<file path="src/rtl/sc_t0_pkg.sv">
package sc_t0_pkg;

    localparam int DATA_BITS = 8;
    localparam int CNT_BITS  = 8;

    typedef enum logic [2:0] {
        ST_IDLE   = 3'd0,
        ST_START  = 3'd1,
        ST_DATA   = 3'd2,
        ST_PAR    = 3'd3,
        ST_TAIL   = 3'd4,
        ST_GUARD1 = 3'd5,
        ST_GUARD2 = 3'd6
    } frm_state_e;

    typedef struct packed {
        logic [DATA_BITS-1:0] data;
        logic                 ok;
        logic                 inhibited;
    } char_result_t;

    // Even parity: data bits and parity bit XOR to zero.
    function automatic logic parity_good(input logic [DATA_BITS-1:0] d, input logic p);
        return ((^d) ^ p) == 1'b0;
    endfunction

    function automatic logic [CNT_BITS-1:0] sat_inc(input logic [CNT_BITS-1:0] v);
        return (v == {CNT_BITS{1'b1}}) ? v : v + 1'b1;
    endfunction

endpackage

</file>
<file path="src/rtl/sc_t0_bit_timer.sv">
module sc_t0_bit_timer #(
    parameter int TICKS_PER_BIT = 8,
    localparam int CW = $clog2(TICKS_PER_BIT + 1)
) (
    input  logic          clk,
    input  logic          rst,
    input  logic          tick,
    input  logic          restart,
    input  logic [CW-1:0] limit,
    output logic          expire
);
    logic [CW-1:0] cnt_q;

    assign expire = tick && !restart && (cnt_q == limit - 1'b1);

    always_ff @(posedge clk) begin
        if (rst || restart) begin
            cnt_q <= '0;
        end else if (tick) begin
            cnt_q <= expire ? '0 : cnt_q + 1'b1;
        end
    end
endmodule

</file>
<file path="src/rtl/sc_t0_framer.sv">
module sc_t0_framer
    import sc_t0_pkg::*;
#(
    parameter int TICKS_PER_BIT = 8
) (
    input  logic         clk,
    input  logic         rst,
    input  logic         line_in,
    input  logic         tick,
    input  logic         nack_inhibit,
    output frm_state_e   state,
    output logic         char_done,
    output char_result_t char_res,
    output logic         drive_low
);
    localparam int CW   = $clog2(TICKS_PER_BIT + 1);
    localparam int HALF = TICKS_PER_BIT / 2;
    localparam int IW   = $clog2(DATA_BITS);

    frm_state_e           state_q;
    logic [DATA_BITS-1:0] shreg_q;
    logic [IW-1:0]        idx_q;
    logic                 nack_req_q;
    logic                 done_q;
    char_result_t         res_q;
    logic [CW-1:0]        limit;
    logic                 expire;

    always_comb begin
        case (state_q)
            ST_START, ST_TAIL: limit = CW'(HALF);
            default:           limit = CW'(TICKS_PER_BIT);
        endcase
    end

    sc_t0_bit_timer #(.TICKS_PER_BIT(TICKS_PER_BIT)) u_timer (
        .clk     (clk),
        .rst     (rst),
        .tick    (tick),
        .restart (state_q == ST_IDLE),
        .limit   (limit),
        .expire  (expire)
    );

    always_ff @(posedge clk) begin
        if (rst) begin
            state_q    <= ST_IDLE;
            shreg_q    <= '0;
            idx_q      <= '0;
            nack_req_q <= 1'b0;
            done_q     <= 1'b0;
            res_q      <= '0;
        end else begin
            done_q <= 1'b0;
            case (state_q)
                ST_IDLE: begin
                    if (tick && !line_in) state_q <= ST_START;
                end
                ST_START: begin
                    if (expire) begin
                        idx_q   <= '0;
                        state_q <= line_in ? ST_IDLE : ST_DATA;
                    end
                end
                ST_DATA: begin
                    if (expire) begin
                        shreg_q <= {line_in, shreg_q[DATA_BITS-1:1]};
                        idx_q   <= idx_q + 1'b1;
                        if (idx_q == IW'(DATA_BITS - 1)) state_q <= ST_PAR;
                    end
                end
                ST_PAR: begin
                    if (expire) begin
                        done_q          <= 1'b1;
                        res_q.data      <= shreg_q;
                        res_q.ok        <= parity_good(shreg_q, line_in);
                        res_q.inhibited <= nack_inhibit;
                        nack_req_q      <= !parity_good(shreg_q, line_in) && !nack_inhibit;
                        state_q         <= ST_TAIL;
                    end
                end
                ST_TAIL: begin
                    if (expire) state_q <= ST_GUARD1;
                end
                ST_GUARD1: begin
                    if (expire) state_q <= ST_GUARD2;
                end
                ST_GUARD2: begin
                    if (expire) begin
                        nack_req_q <= 1'b0;
                        state_q    <= ST_IDLE;
                    end
                end
                default: state_q <= ST_IDLE;
            endcase
        end
    end

    assign state     = state_q;
    assign char_done = done_q;
    assign char_res  = res_q;
    assign drive_low = (state_q == ST_GUARD1) && nack_req_q;
endmodule

</file>
<file path="src/rtl/sc_t0_err_counter.sv">
module sc_t0_err_counter
    import sc_t0_pkg::*;
(
    input  logic                clk,
    input  logic                rst,
    input  logic                inc,
    input  logic                clr,
    output logic [CNT_BITS-1:0] count
);
    logic [CNT_BITS-1:0] cnt_q;

    always_ff @(posedge clk) begin
        if (rst) begin
            cnt_q <= '0;
        end else if (clr) begin
            cnt_q <= inc ? CNT_BITS'(1) : '0;
        end else if (inc) begin
            cnt_q <= sat_inc(cnt_q);
        end
    end

    assign count = cnt_q;
endmodule

</file>
<file path="src/rtl/sc_t0_rx.sv">
module sc_t0_rx
    import sc_t0_pkg::*;
#(
    parameter int TICKS_PER_BIT = 8
) (
    input  logic                 clk,
    input  logic                 rst,
    input  logic                 line_in,
    input  logic                 baud_tick,
    input  logic                 nack_inhibit,
    input  logic                 rd_data,
    input  logic                 err_rd,
    input  logic                 rst_nack,
    input  logic                 clr_parerr,
    output logic                 drive_low,
    output logic [DATA_BITS-1:0] rx_data,
    output logic                 rx_ready,
    output logic                 par_err,
    output logic                 nack_flag,
    output logic [CNT_BITS-1:0]  err_count
);
    frm_state_e           frm_state;
    logic                 char_done;
    char_result_t         char_res;
    logic [DATA_BITS-1:0] data_q;
    logic                 ready_q, par_err_q, nack_q;
    logic                 fail_evt;

    sc_t0_framer #(.TICKS_PER_BIT(TICKS_PER_BIT)) u_frm (
        .clk          (clk),
        .rst          (rst),
        .line_in      (line_in),
        .tick         (baud_tick),
        .nack_inhibit (nack_inhibit),
        .state        (frm_state),
        .char_done    (char_done),
        .char_res     (char_res),
        .drive_low    (drive_low)
    );

    assign fail_evt = char_done && !char_res.ok;

    sc_t0_err_counter u_errcnt (
        .clk   (clk),
        .rst   (rst),
        .inc   (fail_evt),
        .clr   (err_rd),
        .count (err_count)
    );

    always_ff @(posedge clk) begin
        if (rst) begin
            data_q    <= '0;
            ready_q   <= 1'b0;
            par_err_q <= 1'b0;
            nack_q    <= 1'b0;
        end else begin
            if (rd_data)    ready_q   <= 1'b0;
            if (clr_parerr) par_err_q <= 1'b0;
            if (rst_nack)   nack_q    <= 1'b0;
            if (char_done) begin
                if (char_res.ok) begin
                    data_q  <= char_res.data;
                    ready_q <= 1'b1;
                end else if (char_res.inhibited) begin
                    data_q <= char_res.data;
                    nack_q <= 1'b1;
                end else begin
                    par_err_q <= 1'b1;
                end
            end
        end
    end

    assign rx_data   = data_q;
    assign rx_ready  = ready_q;
    assign par_err   = par_err_q;
    assign nack_flag = nack_q;
endmodule

</file>
<file path="config.mk">
export PLATFORM = sky130hd
export DESIGN_NAME = sc_t0_rx
export DESIGN_NICKNAME = d
export VERILOG_FILES = /design/src/rtl/sc_t0_pkg.sv /design/src/rtl/sc_t0_bit_timer.sv /design/src/rtl/sc_t0_framer.sv /design/src/rtl/sc_t0_err_counter.sv /design/src/rtl/sc_t0_rx.sv
export SDC_FILE = /design/constraint.sdc
export NUM_CORES = 1
export LEC_CHECK = 0
export ABC_CLOCK_PERIOD_IN_PS = 1620
export BUFFER_PORTS_ARGS = -buffer_cell sky130_fd_sc_hd__buf_2
export CAP_MARGIN = 0
export CORE_ASPECT_RATIO = 1.2
export CORE_MARGIN = 3
export CORE_UTILIZATION = 45
export CTS_CLUSTER_DIAMETER = 120
export CTS_CLUSTER_SIZE = 16
export DETAILED_ROUTE_END_ITERATION = 8
export HOLD_SLACK_MARGIN = 0.05
export PLACE_DENSITY = 0.67
export SLEW_MARGIN = 20
export SYNTH_ARGS = -nofsm -noshare
export SYNTH_HDL_FRONTEND = slang
export SYNTH_SLANG_ARGS = --single-unit
</file>
<file path="constraint.sdc">
create_clock -name clk -period 1.62 [get_ports clk]
set_input_delay 0 -clock clk [delete_from_list [all_inputs] [get_ports clk]]
set_output_delay 0 -clock clk [all_outputs]
set_load 0.1 [all_outputs]
</file>
==> key figures <==
Status
  • Status: complete, no violations

Hold path
  • Hold depth: 2
  • Worst hold start: rst
  • End of the worst hold path: u_frm.idx_q[2]
  • Type of the most critical hold path: in2reg

Setup path
  • Largest fanout of any net on the critical path: 8
  • Launch point of the worst reg-to-reg path: u_frm.u_timer.cnt_q[0]
  • Count of cells along the worst register-to-register path: 7
  • Data required time at the worst endpoint: 1860 ps
  • Worst path top cell family by delay: simple AND/OR/NAND/NOR gates
  • Setup Crit Path Kind: reg2reg
  • Register-to-register setup slack: 70 ps
  • Worst reg2reg endpoint: u_frm.char_res[5]
  • Buffers plus inverters on the worst setup path: 1
  • CP startpoint kind: flop
  • Crit path cell chain: ha_4 > and3b_2 > nand2_4 > nor3b_4 > buf_6 > nand2_1 > a21oi_1
  • Slowest-stage cell, CP: sky130_fd_sc_hd__dfxtp_2
  • Endpoint class of the critical path: flop
  • CP max stage delay: 370 ps
  • Data arrival time of the worst path: 1790 ps

STA
  • Final Hold Slack: 80.6 ps
  • Final count of pins violating max slew: 0
  • Final Critical Period: 1550 ps
  • Worst Max-Slew Pin Slew: 491 ps
  • PnR worst setup slack: 65.2 ps
  • Peak Freq: 0.643 GHz
  • Slew margin rel.: 0.675
  • Setup Total Neg Slack: 0 ps
  • Final clock period utilization by the worst path: 0.960
  • Clk_skew: 7.38 ps
  • Final setup fails: 0
  • Number of hold violations in the final report: 0

Synthesis
  • Unique masters post-synth: 44
  • Sequential fraction of the synthesis area: 0.449
  • Syn Area/Cell: 8.99 µm²
  • Fraction of registers with async set/reset: 0
  • Top flip-flop cell by instance count after synthesis: sky130_fd_sc_hd__dfxtp_1
  • Mapped Cells: 243
  • Synthesized flop and latch total: 49
  • Netlist Area Pre-Place: 2180 µm²
  • Synthesized netlist net count: 256
  • Total of warnings raised by yosys: 0
  • Post-synth EDFFs: 0

Drt
  • Drt drc: 0
  • Average wire per cell in the routed design: 12.2 µm
  • Iter 0 DRT Violations: 69
  • Count of antenna-violating nets left after detailed routing: 0
  • Number of search-and-repair iterations in the first detailed-routing pass: 4
  • Final Routed Wirelength: 4260 µm
  • Post-DR vias/cell: 5.12
  • Via count of the routed design: 1,786

Final layout
  • Synthesis-to-finish area growth: 27.5%
  • Layout Utilization: 0.602
  • Fraction of layout instances using a drive strength above 1: 0.278
  • Summed area of non-filler cells in the final layout: 2790 µm²
  • Post-layout net count: 303
  • Post-route non-filler standard cell count: 349
  • Inserted Diodes: 0

Power and ir drop
  • Power density of the placed cells: 821 nW/µm²
  • Combinational share of power: 0.043
  • Clock network power share: 0.429
  • Maximum ir drop on the vdd rail: 0.471 mV
  • Leakage power figure: 1.13 nW
  • P_sw: 480 µW
  • Proportion of power drawn by flip-flops and latches: 0.528
  • Sw Ratio: 0.210
  • Internal power consumption: 1.81 mW
  • Total power draw: 2.29 mW

Global routing
  • Global-route wire length before repair: 7180 µm
  • Largest net degree at the start of global routing: 24
  • Global-route total usage across every layer: 0.156
  • Antenna violations before repair: 0
  • Overflow left after global routing: 0
  • Vias in the first global route: 1,597

Floorplan
  • Number of primary I/O pins: 29
  • Standard-cell rows: 27
  • Core footprint: 4630 µm²
  • Height of the chip: 82.3 µm
  • Total die area: 5730 µm²
  • Die span in x: 69.6 µm
  • Starting density of the core: 0.472

Placed design
  • Final weighted congestion of routability-driven global placement: 0.799
  • IO Port Bufs: 28
  • Pre-CTS setup slack: 5.46 ps
  • Number of cells in the design after placement: 333
  • Cell area after placement: 2510 µm²
  • HPWL after detailed placement: 2950 µm

Clocking
  • Number of H-tree levels: 2
  • CTS sink count: 49
  • Clock root buffer: sky130_fd_sc_hd__clkbuf_8
  • Clock tree from TritonCTS: done
  • Clock slew at reported path FFs: 90 ps
  • Clock buffers created by TritonCTS: 5
  • Clock Tree Buf Depth: 2
  • Source-to-sink clock delay at the later pin of the worst-skew pair: 300 ps

Job
  • Max-cap violations: 0
-- cells by family (layout without fill, tap and decap cells) --
kind of cell	Yosys count	in the layout	synth area share
xor+xnor	14	14	0.0659
flops	49	49	0.449
simple gates	99	99	0.218
compound gates	42	42	0.118
fa+ha+maj	4	4	0.0229
buf+inv	15	63	0.0344
mux	20	20	0.0916
-- power by group through the flow --
stage / sequential, mW / combinational, mW / clock (mW)
after floorplan: 1.23 / 0.0519 / 0
after global placement: 1.23 / 0.0771 / 0
after detailed placement: 1.23 / 0.0770 / 0
after CTS: 1.21 / 0.0902 / 1.01
after global routing: 1.21 / 0.107 / 1.06
final: 1.21 / 0.0979 / 0.981
-- per-layer routing --
layer / track usage / share of wire / vias up
met2: 0.275 / 0.50 / 27
met4: 0.0586 / 0.014 / 0
met3: 0.0436 / 0.037 / 5
met5: 0 / 0 / -
met1: 0.183 / 0.45 / 827
li1: - / - / 927
-- cell type report --
type,instances,area [µm²]
clock buffers,6,93.8
flip-flops and latches,49,1010
multi-input cells,179,1180
clock inverters,2,38.8
fillers,392,1840
inverters,2,7.51
repair buffers,53,380
well taps,58,72.6
-- worst max-delay path by stage --
stage	start	slack, ps	depth (start not counted)	to
finish	u_frm.u_timer.cnt_q[0]	70	7	u_frm.char_res[5]
global route	u_frm.u_timer.cnt_q[0]	-80	7	u_frm.char_res[5]
CTS	u_frm.u_timer.cnt_q[0]	10	6	u_frm.state[1]
detailed placement	u_frm.u_timer.cnt_q[0]	5	6	u_frm.nack_req_q
global placement	u_frm.idx_q[0]	10	6	u_frm.state[0]
floorplan	u_errcnt.count[1]	40	6	u_errcnt.count[7]
-- state kept, by name, indices dropped and copies added (netlist names) --
name,cells
u_frm.char_res,10
u_errcnt.count,8
par_err,1
u_frm.u_timer.cnt_q,4
u_frm.state,3
u_frm.idx_q,3
nack_flag,1
u_frm.nack_req_q,1
rx_data,8
u_frm.char_done,1
rx_ready,1
u_frm.shreg_q,8
-- worst reg2reg max path, delay by kind of cell (launching register included) --
kind,cells,cell delay (ps)
buffers and inverters,1,170
and+or+nand+nor,4,690
adders and majority gates,1,140
AOI/OAI and AO/OA,1,120
DFF,1,370
-- cells in the mapped netlist, types with 3 or more instances --
library cell	n	area [µm²]
sky130_fd_sc_hd__a2111oi_0	3	26.3
sky130_fd_sc_hd__dfxtp_1	49	981
sky130_fd_sc_hd__xnor2_1	8	70.1
sky130_fd_sc_hd__nor3_1	5	25.0
sky130_fd_sc_hd__xor2_1	4	35.0
sky130_fd_sc_hd__mux2i_1	20	200
sky130_fd_sc_hd__nand2_1	26	97.6
sky130_fd_sc_hd__nand2b_1	5	31.3
sky130_fd_sc_hd__nor2_1	38	143
sky130_fd_sc_hd__ha_1	4	50.1
sky130_fd_sc_hd__o21ai_0	5	25.0
sky130_fd_sc_hd__a21oi_1	22	110
sky130_fd_sc_hd__nand3_1	6	30.0
sky130_fd_sc_hd__buf_2	3	15.0
sky130_fd_sc_hd__clkbuf_1	6	22.5
sky130_fd_sc_hd__nor2b_1	3	18.8
-- timing repair --
item | CTS | global route
hold buffers | 7 | 0
setup buffers | 0 | 1
endpoints found under the hold margin | 8 | 0
endpoints found under the setup margin | 12 | 24
pin swaps | 0 | 5
gates resized for setup | 2 | 16
-- layout by cell type (no fill, tap or decap), types with 2 or more instances in the layout --
master / n
sky130_fd_sc_hd__nor2_1: 38
sky130_fd_sc_hd__dfxtp_1: 37
sky130_fd_sc_hd__buf_2: 27
sky130_fd_sc_hd__nand2_1: 26
sky130_fd_sc_hd__a21oi_1: 22
sky130_fd_sc_hd__mux2i_1: 20
sky130_fd_sc_hd__buf_4: 15
sky130_fd_sc_hd__xnor2_1: 7
sky130_fd_sc_hd__dlygate4sd3_1: 7
sky130_fd_sc_hd__dfxtp_4: 6
sky130_fd_sc_hd__dfxtp_2: 6
sky130_fd_sc_hd__nand3_1: 5
sky130_fd_sc_hd__o21ai_0: 5
sky130_fd_sc_hd__nor3_1: 5
sky130_fd_sc_hd__nand2b_1: 5
sky130_fd_sc_hd__clkbuf_8: 5
sky130_fd_sc_hd__xor2_1: 4
sky130_fd_sc_hd__nor2b_1: 3
sky130_fd_sc_hd__ha_1: 3
sky130_fd_sc_hd__inv_1: 2
sky130_fd_sc_hd__nand4_1: 2
sky130_fd_sc_hd__o21ai_2: 2
sky130_fd_sc_hd__nand3b_1: 2
sky130_fd_sc_hd__and2_1: 2
sky130_fd_sc_hd__or3_1: 2
sky130_fd_sc_hd__a22oi_1: 2
sky130_fd_sc_hd__xnor2_2: 2
sky130_fd_sc_hd__a221oi_2: 2
sky130_fd_sc_hd__a2111oi_2: 2
sky130_fd_sc_hd__buf_12: 2
sky130_fd_sc_hd__buf_6: 2
Note: power is estimated with default switching activity, not from simulation.
